==> src/rtl/ctrl_stage_pkg.sv <==
package ctrl_stage_pkg;
    localparam int STAGE_W = 3;
    localparam int CAUSE_W = 3;

    typedef enum logic [STAGE_W-1:0] {
        ST_IDLE    = 3'd0,
        ST_SETUP   = 3'd1,
        ST_RD_DATA = 3'd2,
        ST_WR_DATA = 3'd3,
        ST_ND_STS  = 3'd4,
        ST_RD_STS  = 3'd5,
        ST_WR_STS  = 3'd6,
        ST_SEQ_ERR = 3'd7
    } stage_e;

    typedef enum logic [CAUSE_W-1:0] {
        EV_NONE     = 3'd0,
        EV_SETUP_OK = 3'd1,
        EV_WR_STS   = 3'd2,
        EV_RD_STS   = 3'd3,
        EV_DONE     = 3'd4,
        EV_SEQ_ERR  = 3'd5
    } cause_e;

    typedef struct packed {
        stage_e stage;
        logic   dir_in;
        logic   len_zero;
        logic   evt;
        cause_e cause;
    } trk_state_t;

    typedef struct packed {
        logic adv;
        logic done;
        logic err;
    } tok_class_t;
endpackage

==> src/rtl/ctrl_token_check.sv <==
module ctrl_token_check
    import ctrl_stage_pkg::*;
(
    input  stage_e     stage_i,
    input  logic       in_i,
    input  logic       out_i,
    input  logic       sts_i,
    output tok_class_t cls_o
);
    always_comb begin
        cls_o = '0;
        unique case (stage_i)
            ST_IDLE: begin
                cls_o.err = in_i | out_i | sts_i;
            end
            ST_RD_DATA: begin
                cls_o.err = sts_i | (in_i & out_i);
                cls_o.adv = out_i & ~cls_o.err;
            end
            ST_WR_DATA: begin
                cls_o.err = sts_i | (in_i & out_i);
                cls_o.adv = in_i & ~cls_o.err;
            end
            ST_ND_STS, ST_WR_STS: begin
                cls_o.err  = out_i;
                cls_o.done = sts_i & ~out_i;
            end
            ST_RD_STS: begin
                cls_o.err  = in_i;
                cls_o.done = sts_i & ~in_i;
            end
            default: cls_o = '0;
        endcase
    end
endmodule

==> src/rtl/ctrl_stage_next.sv <==
module ctrl_stage_next
    import ctrl_stage_pkg::*;
(
    input  trk_state_t cur_i,
    input  tok_class_t cls_i,
    input  logic       setup_i,
    input  logic       dir_in_i,
    input  logic       len_zero_i,
    input  logic       clear_i,
    output trk_state_t nxt_o
);
    always_comb begin
        nxt_o       = cur_i;
        nxt_o.evt   = 1'b0;
        nxt_o.cause = EV_NONE;
        if (setup_i) begin
            nxt_o.stage    = ST_SETUP;
            nxt_o.dir_in   = dir_in_i;
            nxt_o.len_zero = len_zero_i;
        end else if (cur_i.stage == ST_SETUP) begin
            nxt_o.evt   = 1'b1;
            nxt_o.cause = EV_SETUP_OK;
            if (cur_i.len_zero)    nxt_o.stage = ST_ND_STS;
            else if (cur_i.dir_in) nxt_o.stage = ST_RD_DATA;
            else                   nxt_o.stage = ST_WR_DATA;
        end else if (cur_i.stage == ST_SEQ_ERR) begin
            if (clear_i) nxt_o.stage = ST_IDLE;
        end else if (cls_i.err) begin
            nxt_o.stage = ST_SEQ_ERR;
            nxt_o.evt   = 1'b1;
            nxt_o.cause = EV_SEQ_ERR;
        end else if (cls_i.adv) begin
            nxt_o.evt = 1'b1;
            if (cur_i.stage == ST_RD_DATA) begin
                nxt_o.stage = ST_RD_STS;
                nxt_o.cause = EV_RD_STS;
            end else begin
                nxt_o.stage = ST_WR_STS;
                nxt_o.cause = EV_WR_STS;
            end
        end else if (cls_i.done) begin
            nxt_o.stage = ST_IDLE;
            nxt_o.evt   = 1'b1;
            nxt_o.cause = EV_DONE;
        end
    end
endmodule

==> src/rtl/ctrl_stage_tracker.sv <==
module ctrl_stage_tracker
    import ctrl_stage_pkg::*;
(
    input  logic               clk,
    input  logic               rst_n,
    input  logic               setup_evt,
    input  logic               setup_dir_in,
    input  logic               setup_len_zero,
    input  logic               in_done,
    input  logic               out_done,
    input  logic               status_done,
    input  logic               sw_clear,
    output logic [STAGE_W-1:0] stage,
    output logic               evt_valid,
    output logic [CAUSE_W-1:0] evt_cause
);
    trk_state_t state_d, state_q;
    tok_class_t tok_cls;

    ctrl_token_check u_tok (
        .stage_i (state_q.stage),
        .in_i    (in_done),
        .out_i   (out_done),
        .sts_i   (status_done),
        .cls_o   (tok_cls)
    );

    ctrl_stage_next u_next (
        .cur_i      (state_q),
        .cls_i      (tok_cls),
        .setup_i    (setup_evt),
        .dir_in_i   (setup_dir_in),
        .len_zero_i (setup_len_zero),
        .clear_i    (sw_clear),
        .nxt_o      (state_d)
    );

    always_ff @(posedge clk or negedge rst_n) begin
        if (!rst_n) begin
            state_q <= '{stage: ST_IDLE, dir_in: 1'b0, len_zero: 1'b0,
                         evt: 1'b0, cause: EV_NONE};
        end else begin
            state_q <= state_d;
        end
    end

    assign stage     = state_q.stage;
    assign evt_valid = state_q.evt;
    assign evt_cause = state_q.cause;
endmodule

==> config.mk <==
export PLATFORM = sky130hd
export DESIGN_NAME = ctrl_stage_tracker
export DESIGN_NICKNAME = d
export VERILOG_FILES = /design/src/rtl/ctrl_stage_pkg.sv /design/src/rtl/ctrl_token_check.sv /design/src/rtl/ctrl_stage_next.sv /design/src/rtl/ctrl_stage_tracker.sv
export SDC_FILE = /design/constraint.sdc
export NUM_CORES = 1
export LEC_CHECK = 0
export ABC_AREA = 1
export BUFFER_PORTS_ARGS = -buffer_cell sky130_fd_sc_hd__buf_2
export CAP_MARGIN = 10
export CORE_AREA = 5 5 42 44
export CTS_CLUSTER_DIAMETER = 50
export DETAILED_ROUTE_END_ITERATION = 12
export DIE_AREA = 0 0 47 49
export PLACE_DENSITY = 0.82
export RECOVER_POWER = 50
export SYNTH_ARGS = -nofsm -noshare
export SYNTH_HDL_FRONTEND = slang
export SYNTH_SLANG_ARGS = --single-unit
==> constraint.sdc <==
create_clock -name clk -period 3.8 [get_ports clk]
set_input_delay 0.76 -clock clk [delete_from_list [all_inputs] [get_ports clk]]
set_output_delay 0.76 -clock clk [all_outputs]
set_load 0.02 [all_outputs]
-- Word level (Yosys, flattened, before mapping)
Cells that the tools add are included.
- reductions and logical operators: 5
- $mul: 0
- shift operators: 0
- equality and inequality tests: 8
- bitwise logic cells: 11
- multiplexer cells: 20
- div/mod/pow operators: 0
- magnitude comparators: 0
- $add $sub $neg: 0
- operators by type and width (kind ; count):
    $mux W3 ; 8
    $mux W4 ; 6
    $eq A3 B3 Y1 const B ; 4
    $eq A3 B2 Y1 const B ; 2
    $reduce_bool A6 Y1 ; 1
    $and A1 B1 Y1 ; 5
    $ne A4 B3 Y1 const B ; 1
    $pmux W1 S2 ; 2
    $pmux W1 S4 ; 1
    $reduce_or A2 Y1 ; 2
    $eq A3 B1 Y1 const B ; 1
    $logic_not A3 Y1 ; 1
    $not A1 Y1 ; 3
    $or A1 B1 Y1 ; 3
    $mux W1 ; 2
    $mux W2 ; 1
    $reduce_and A2 Y1 ; 1
- register bits: 9
- RAM bits: 0
- memory bits (read-only): 0
- memories kept: 0
- input bits: 9
- latch bits: 0
- output and inout port bits: 7
- word-level logic and storage cells: 49

-- Depth between registers and ports, before layout
Gate-level depths: netlist of the first run.
- depth after elaboration: 10
- mapped depth: 11
- mapped depth without buffers: 10

-- By module
A second synthesis of the first run with hierarchy kept.
- cell total of the unflattened synthesis: 94
- area total of the unflattened synthesis: 611.8 µm²
- by module, submodules not included (module ; area an instance (µm²) ; cells each ; times used ; seq. area each (µm²)):
    ctrl_stage_tracker ; 270.3 ; 15 ; 1 ; 225.2
    ctrl_stage_next ; 211.5 ; 47 ; 1 ; 0.0
    ctrl_token_check ; 130.1 ; 32 ; 1 ; 0.0

-- Worst setup path before layout of the first run
Ideal clock, no wire load.
- path kind: in2reg
- start point: in in_done
- end point: reg state_q, in the netlist stage[0]
- setup slack: 2293 ps
- data required time: 3681 ps
- arrival time: 1389 ps
- buffers on the path: 0
- library setup time: 119 ps
- cell stages on the path: 8
- path through: o21ai_0 nand2_1 nand2_4 nand2_4 nor2_2 nand2_1 nor2_1 nand2_1
- cells in the longest elaborated chain, start to end: 10
- elaborated cells on any way between the ends: 19
- classes of those cells: mux (8); bitwise (9); reduce/logical (2)
- ends and longest elaborated chain (element ; line ; text):
    start: declaration ; ctrl_stage_tracker.sv:9 ; input logic in_done,
    $and A1 B1 Y1 ; ctrl_token_check.sv:17, ctrl_token_check.sv:21 ;
    $or A1 B1 Y1 ; ctrl_token_check.sv:17, ctrl_token_check.sv:21 ;
    $not A1 Y1 ; ctrl_token_check.sv:18, ctrl_token_check.sv:22 ;
    $and A1 B1 Y1, on equally long branches ; ctrl_token_check.sv:22, ctrl_token_check.sv:18 ;
    $pmux W1 S2 ; ctrl_token_check.sv:12 ; unique case (stage_i)
    $mux W3 ; ctrl_stage_next.sv:32 ; end else if (cls_i.adv) begin
    $mux W3 ; ctrl_stage_next.sv:28 ; end else if (cls_i.err) begin
    $mux W3 ; ctrl_stage_next.sv:26 ; end else if (cur_i.stage == ST_SEQ_ERR) begin
    $mux W3 ; ctrl_stage_next.sv:20 ; end else if (cur_i.stage == ST_SETUP) begin
    $mux W3 ; ctrl_stage_next.sv:16 ; if (setup_i) begin
    end signal: assignment ; ctrl_stage_tracker.sv:40 ; state_q <= '{stage: ST_IDLE, dir_in: 1'b0, len_zero: 1'b0,
    end signal: assignment ; ctrl_stage_tracker.sv:43 ; state_q <= state_d;
    end: declaration ; ctrl_stage_tracker.sv:17 ; trk_state_t state_d, state_q;
Parallel ways exist; a longest one is shown, timed or not.
A chain may end at the register's enable or synchronous reset.

-- Worst setup path in the final report of the first run
- start point: reg state_q, in the netlist stage[0]
- end point: out stage[0]
- RTL lines (element ; line ; text):
    end: declaration ; ctrl_stage_tracker.sv:13 ; output logic [STAGE_W-1:0] stage,
No word-level cell between the ends.

==> results of run 1 <==
## area by class of cell
| type | instances | share of cell area, % |
|---|---|---|
| tap | 16 | 2.88 |
| sequential | 9 | 32.4 |
| inverter | 14 | 7.55 |
| clock buffer | 4 | 3.78 |
| multi-input combinational | 58 | 43.0 |
| timing repair buffer | 15 | 10.4 |
## synthesized netlist by cell type
master / number
clkbuf_1: 1
buf_6: 2
buf_4: 6
o21ai_0: 3
nor2_2: 2
dfrtp_1: 9
inv_2: 4
nand3_1: 4
nand2_2: 3
a21oi_1: 5
nand2_1: 22
a41oi_1: 1
nor2_1: 7
o21ai_1: 1
nor2_4: 2
inv_1: 10
nand4_1: 4
nand3_2: 2
nand2_4: 2
## power by group through the flow
stage	registers [W]	clock network, W	logic (W)
3_5_place_dp	0.000166	0	0.000277
6_report	0.000165	0.0000767	0.000276
4_1_cts	0.000164	0.0000771	0.000278
5_1_grt	0.000170	0.0000830	0.000310
2_1_floorplan	0.000149	0	0.000274
3_3_place_gp	0.000165	0	0.000270
## worst max path at each step
| stage | slack, ps | from | endpoint | cells past startpoint |
|---|---|---|---|---|
| floorplan | 2290 | in_done | stage[0]$_DFFE_PN0P_ | 8 |
| detailed placement | 2090 | in_done | stage[0]$_DFFE_PN0P_ | 9 |
| CTS | 1980 | stage[2]$_DFFE_PN0P_ | stage[2] | 1 |
| global placement | 2120 | in_done | stage[0]$_DFFE_PN0P_ | 9 |
| global route | 1920 | stage[2]$_DFFE_PN0P_ | stage[2] | 1 |
| finish | 1980 | stage[0]$_DFFE_PN0P_ | stage[0] | 1 |
## state kept, by name, indices dropped and copies added (netlist names)
register   count
stage          3
evt_valid      1
state_q        2
evt_cause      3
## per-layer routing
layer  global-route usage, %  share of wire [%]  vias up
met5                       0                  0        -
met4                    6.91                2.1        0
met3                    4.43                8.1        5
met2                    20.1                 49       20
met1                    15.6                 41      261
li1                        -                  -      296
## cells by family (layout without fill, tap and decap cells)
family                 after synthesis  after routing  share of synthesized area, %
DFF                                  9              9                          34.5
AOI/OAI and AO/OA                   10             10                          8.24
and+or+nand+nor                     48             48                          38.3
buffers and inverters               23             33                          19.0
## through the flow
step / area, µm² / total power, W
after global placement: 677 / 0.000436
after global routing: 696 / 0.000563
final: 696 / 0.000518
after detailed placement: 677 / 0.000443
after floorplan: 653 / 0.000423
after CTS: 703 / 0.000519
==> reports/summary.txt, run 1 <==
Pre-CTS WS -> 2090 ps
Hold Vio Cnt, Final -> 0
Die height -> 49 µm
Top Family by Delay on Critical Path -> flip-flops
Tcrit/Tclk final -> 47.9%
CTS tree -> built
Reg2reg end -> stage[1]$_DFFE_PN0P_
Setup WS post-layout -> 1980 ps
Cts-stage hold buffer count -> 0
Peak VDD IR -> 0.291 mV
Outcome -> completed
Top post-synthesis cells by area -> dfrtp_1 34%, nand2_1 13%, buf_4 6.9%, inv_1 5.7%, nor2_1 4.0%
Logic pwr share -> 53.4%
Row cnt -> 14
Commonest non-fill, non-tap cell in the layout -> nand2_1
Mapped Area -> 653 µm²
P_int -> 0.000260 W
RSZ-0062 raised after global routing -> false
Setup slack, reg-to-reg -> 2410 ps
Core area -> 1400 µm²
GRT Overall Usage -> 13.1%
Final HPWL DP -> 992 µm
Seq/Total Area, Yosys -> 34.5%
Maximum clock frequency -> 549 MHz
Worst-path clk slew -> 60 ps
Max-slew violation count -> 0
Critical path type -> flip-flop to primary output
Crit Path Max Fanout -> 10
Distinct cell type count after synthesis -> 19
Kind of path behind the tightest hold check -> primary input to async pin
Biggest area consumer among synthesized cells -> dfrtp_1
PD cells -> 744 nW/µm²
Fill count -> 139
Clk pwr share -> 14.8%
WL/cell -> 11.1 µm
Starting density of the core -> 46.6%
Synth warn -> 0
Multi-input logic area -> 299 µm²
First-pass GRT wire length -> 2240 µm
CTS Sinks -> 9
Fraction of layout cells with a size suffix above 1 -> 30.0%
Setup_tns -> 0 ps
Worst r2r path cells -> 6
Switching share of power -> 49.8%
Fin crit period -> 1820 ps
CP Cell Sequence -> buf_2
Worst Path Buf+Inv -> 1
Sequential power share -> 31.8%
Initial antenna violation count -> 0
Gpl congestion -> 0.876
Clock Latency Late Sink -> 270 ps
Largest net degree at the start of global routing -> 11
Vias per cell -> 5.02
H-tree levels -> 1
Non-filler cells in the finished layout -> 116
Clk_skew -> 1.35 ps
Root Driver -> clkbuf_4
Maximum clock path buffer count -> 2
Number of DRC markers in iteration 0 -> 19
Crit-path max cell delay -> 550 ps
Post-Syn Instances -> 90
Crit path DAT -> 1060 ps
Yosys top cell area share -> 34.5%
Synthesized Nets -> 99
Critical Path End Type -> primary output
Die Area -> 2300 µm²
Yosys reg bits -> 9
Final design utilization -> 49.6%
Register area -> 225 µm²
WP data required -> 3040 ps
Die span in x -> 47 µm
DRC Markers -> 0
Most frequent cells in the layout -> 22 x nand2_1, 13 x buf_2, 10 x inv_1, 9 x dfrtp_1, 7 x nor2_1
Slew @ Worst Pin -> 471 ps
Via count -> 582
Min Hold Slack -> 415 ps
Inserted Clock Buffers -> 3
Final nets -> 110
Slowest stage cell, crit path -> dfrtp_1
Remaining Overflow, GRT -> 0
Dpl cells -> 112
Layout area overhead -> 6.51%
Final wirelength -> 1290 µm
Setup violations, final -> 0
Max-slew headroom -> 68.6%
Net switching power -> 0.000258 W
PostCTS Resize Cnt -> 0
Ant diodes -> 0
Post-CTS Setup Bufs -> 0
Port Buffers -> 15
Worst setup SP type -> flip-flop
Syn avg cell area -> 7.26 µm²
Static Leak -> 0.401 nW
Number of max-cap violations -> 0
Vias in the first global route -> 525
Worst R2R Start -> stage[0]$_DFFE_PN0P_
DR pass1 iterations -> 4
I/O Pins -> 16
Antenna-violating nets left -> 0
Power figures use the tool's default switching activity.
==> run 2: changes to the inputs <==
--- a/config.mk
+++ b/config.mk
@@ -8,11 +8,11 @@
 export ABC_AREA = 1
 export BUFFER_PORTS_ARGS = -buffer_cell sky130_fd_sc_hd__buf_2
 export CAP_MARGIN = 10
-export CORE_AREA = 5 5 42 44
+export CORE_MARGIN = 5
+export CORE_UTILIZATION = 50
 export CTS_CLUSTER_DIAMETER = 50
 export DETAILED_ROUTE_END_ITERATION = 12
-export DIE_AREA = 0 0 47 49
-export PLACE_DENSITY = 0.82
+export PLACE_DENSITY = 0.83
 export RECOVER_POWER = 50
 export SYNTH_ARGS = -nofsm -noshare
 export SYNTH_HDL_FRONTEND = slang
==> constraint.sdc (replaced) <==
create_clock -name clk -period 1.81 [get_ports clk]
set_input_delay 0.362 -clock clk [delete_from_list [all_inputs] [get_ports clk]]
set_output_delay 0.362 -clock clk [all_outputs]
set_load 0.02 [all_outputs]
==> reports/summary.txt, run 2 (synthesis gave the netlist of run 1 again) <==
Initial antenna violation count -> 0 (unchanged)
Root Driver -> clkbuf_4
PostCTS Resize Cnt -> 0 (unchanged)
Die Area -> 2130 µm² (-7.6%)
Die span in x -> 46.1 µm (-1.8%)
Antenna-violating nets left -> 0 (unchanged)
Worst R2R Start -> stage[0]$_DFFE_PN0P_
GRT Overall Usage -> 15.1% (+1.9 points)
Pre-CTS WS -> 462 ps (-1620 ps)
Min-Delay Startpoint -> setup_len_zero
Clock Latency Late Sink -> 250 ps (-20 ps)
Max-slew headroom -> 68.3% (-0.33 points)
Crit-path max cell delay -> 560 ps (about the same)
Setup slack, reg-to-reg -> 430 ps (-1980 ps)
DR pass1 iterations -> 4 (unchanged)
Vias per cell -> 4.99 (-0.52%)
Worst r2r path cells -> 6 (unchanged)
Commonest non-fill, non-tap cell in the layout -> nand2_1
Kind of path behind the tightest hold check -> primary input to flip-flop
Crit Path Max Fanout -> 9 (-1)
Final nets -> 111 (+0.91%)
Maximum clock frequency -> 705 MHz
Min Hold Slack -> 313 ps (-103 ps)
RSZ-0062 raised after global routing -> false
Via count -> 579 (-0.52%)
Maximum clock path buffer count -> 2 (unchanged)
Number of DRC markers in iteration 0 -> 4 (-15)
DRC Markers -> 0 (unchanged)
I/O Pins -> 16 (unchanged)
Crit path DAT -> 1060 ps (about the same)
Outcome -> completed
H-tree levels -> 1 (unchanged)
Final wirelength -> 1270 µm (-1.2%)
Setup violations, final -> 0 (unchanged)
Dpl cell area -> 676 µm² (-0.18%)
Worst setup SP type -> flip-flop
CTS Sinks -> 9 (unchanged)
PD cells -> 1520 nW/µm² (+100%)
Max-slew violation count -> 0 (unchanged)
Slowest stage cell, crit path -> dfrtp_1
Core area -> 1270 µm² (-9.5%)
Hold Vio Cnt, Final -> 0 (unchanged)
Static Leak -> 0.405 nW (+0.98%)
Largest net degree at the start of global routing -> 11 (unchanged)
Inserted Clock Buffers -> 3 (unchanged)
WHS Path Cells -> 3
WL/cell -> 11.0 µm (-1.2%)
Fraction of layout cells with a size suffix above 1 -> 30.7% (+0.69 points)
Worst Path Buf+Inv -> 1 (unchanged)
Critical path type -> flip-flop to primary output
Setup_tns -> 0 ps (unchanged)
Worst-path clk slew -> 60 ps (about the same)
CTS tree -> built
Hold-critical path endpoint -> state_q[4]$_DFFE_PN0P_
Tcrit/Tclk final -> 78.4%
Gpl congestion -> 0.877 (+0.15%)
Total chip power -> 0.00108 W (+110%)
Vias in the first global route -> 560 (+6.7%)
Layout area overhead -> 8.62%
Starting density of the core -> 51.5% (+4.9 points)
Setup WS post-layout -> 392 ps (-1590 ps)
Die height -> 46.1 µm (-5.8%)
Peak VDD IR -> 0.611 mV (+110%)
Remaining Overflow, GRT -> 0 (unchanged)
Final HPWL DP -> 997 µm (+0.58%)
Reg2reg end -> stage[1]$_DFFE_PN0P_
Number of max-cap violations -> 0 (unchanged)
CP Cell Sequence -> buf_2
Row cnt -> 13 (-1)
Ant diodes -> 0 (unchanged)
Slew @ Worst Pin -> 476 ps (+5.00 ps)
Top Family by Delay on Critical Path -> flip-flops
Design area -> 709 µm² (+2.0%)
Most frequent cells in the layout -> 22 x nand2_1, 13 x buf_2, 10 x inv_1, 9 x dfrtp_1, 7 x nor2_1
First-pass GRT wire length -> 2280 µm (+2.1%)
WP data required -> 1450 ps (-1590 ps)
Post-CTS Setup Bufs -> 0 (unchanged)
Clk_skew -> 1.59 ps (+0.237 ps)
Critical Path End Type -> primary output
Fin crit period -> 1420 ps
Port Buffers -> 15 (unchanged)
-- run 2: worst max-delay path by stage --
stage,start,to,depth (start not counted)
finish,stage[2]$_DFFE_PN0P_,stage[2],1
detailed placement,stage[0]$_DFFE_PN0P_,stage[0]$_DFFE_PN0P_,10
global placement,stage[0]$_DFFE_PN0P_,stage[1]$_DFFE_PN0P_,6
global route,stage[0]$_DFFE_PN0P_,stage[1]$_DFFE_PN0P_,6
floorplan,stage[2]$_DFFE_PN0P_,stage[0]$_DFFE_PN0P_,11
CTS,stage[2]$_DFFE_PN0P_,stage[2],1
-- run 2: area by class of cell --
type,count,area (µm²)
Timing Repair Buffer,16,82.6
Clock buffer,4,26.3
Inverter,14,52.6
Multi-Input combinational cell,58,304
Tap cell,15,18.8
Fill cell,134,559
Sequential cell,9,225
-- run 2: layer usage --
layer	vias up	part of all wire, %	GRT usage [%]
met5	-	0	0
met4	0	0	3.41
met3	0	5.6	5.86
met2	11	54	27.5
met1	272	40	16.1
li1	296	-	-
-- run 2: timing repair --
action,in CTS,in global routing
hold buffers,1,0
endpoints found under the setup margin,0,0
hold endpoints to repair,9,0
-- run 2: metrics by stage --
| stage | utilization [%] | cells |
|---|---|---|
| floorplan | - | 90 |
| global placement | 53.3 | 111 |
| detailed placement | 53.3 | 111 |
| CTS | 56.1 | 116 |
| global route | 55.9 | 116 |
| finish | 55.9 | 116 |
-- run 2: report_power, final --
part / leakage [nW] / switching (W) / internal [W]
Combinational: 0.277 / 0.000386 / 0.000197
Sequential: 0.113 / 0.0000826 / 0.000263
Clock: 0.0150 / 0.0000660 / 0.0000847
Total: 0.405 / 0.000535 / 0.000544
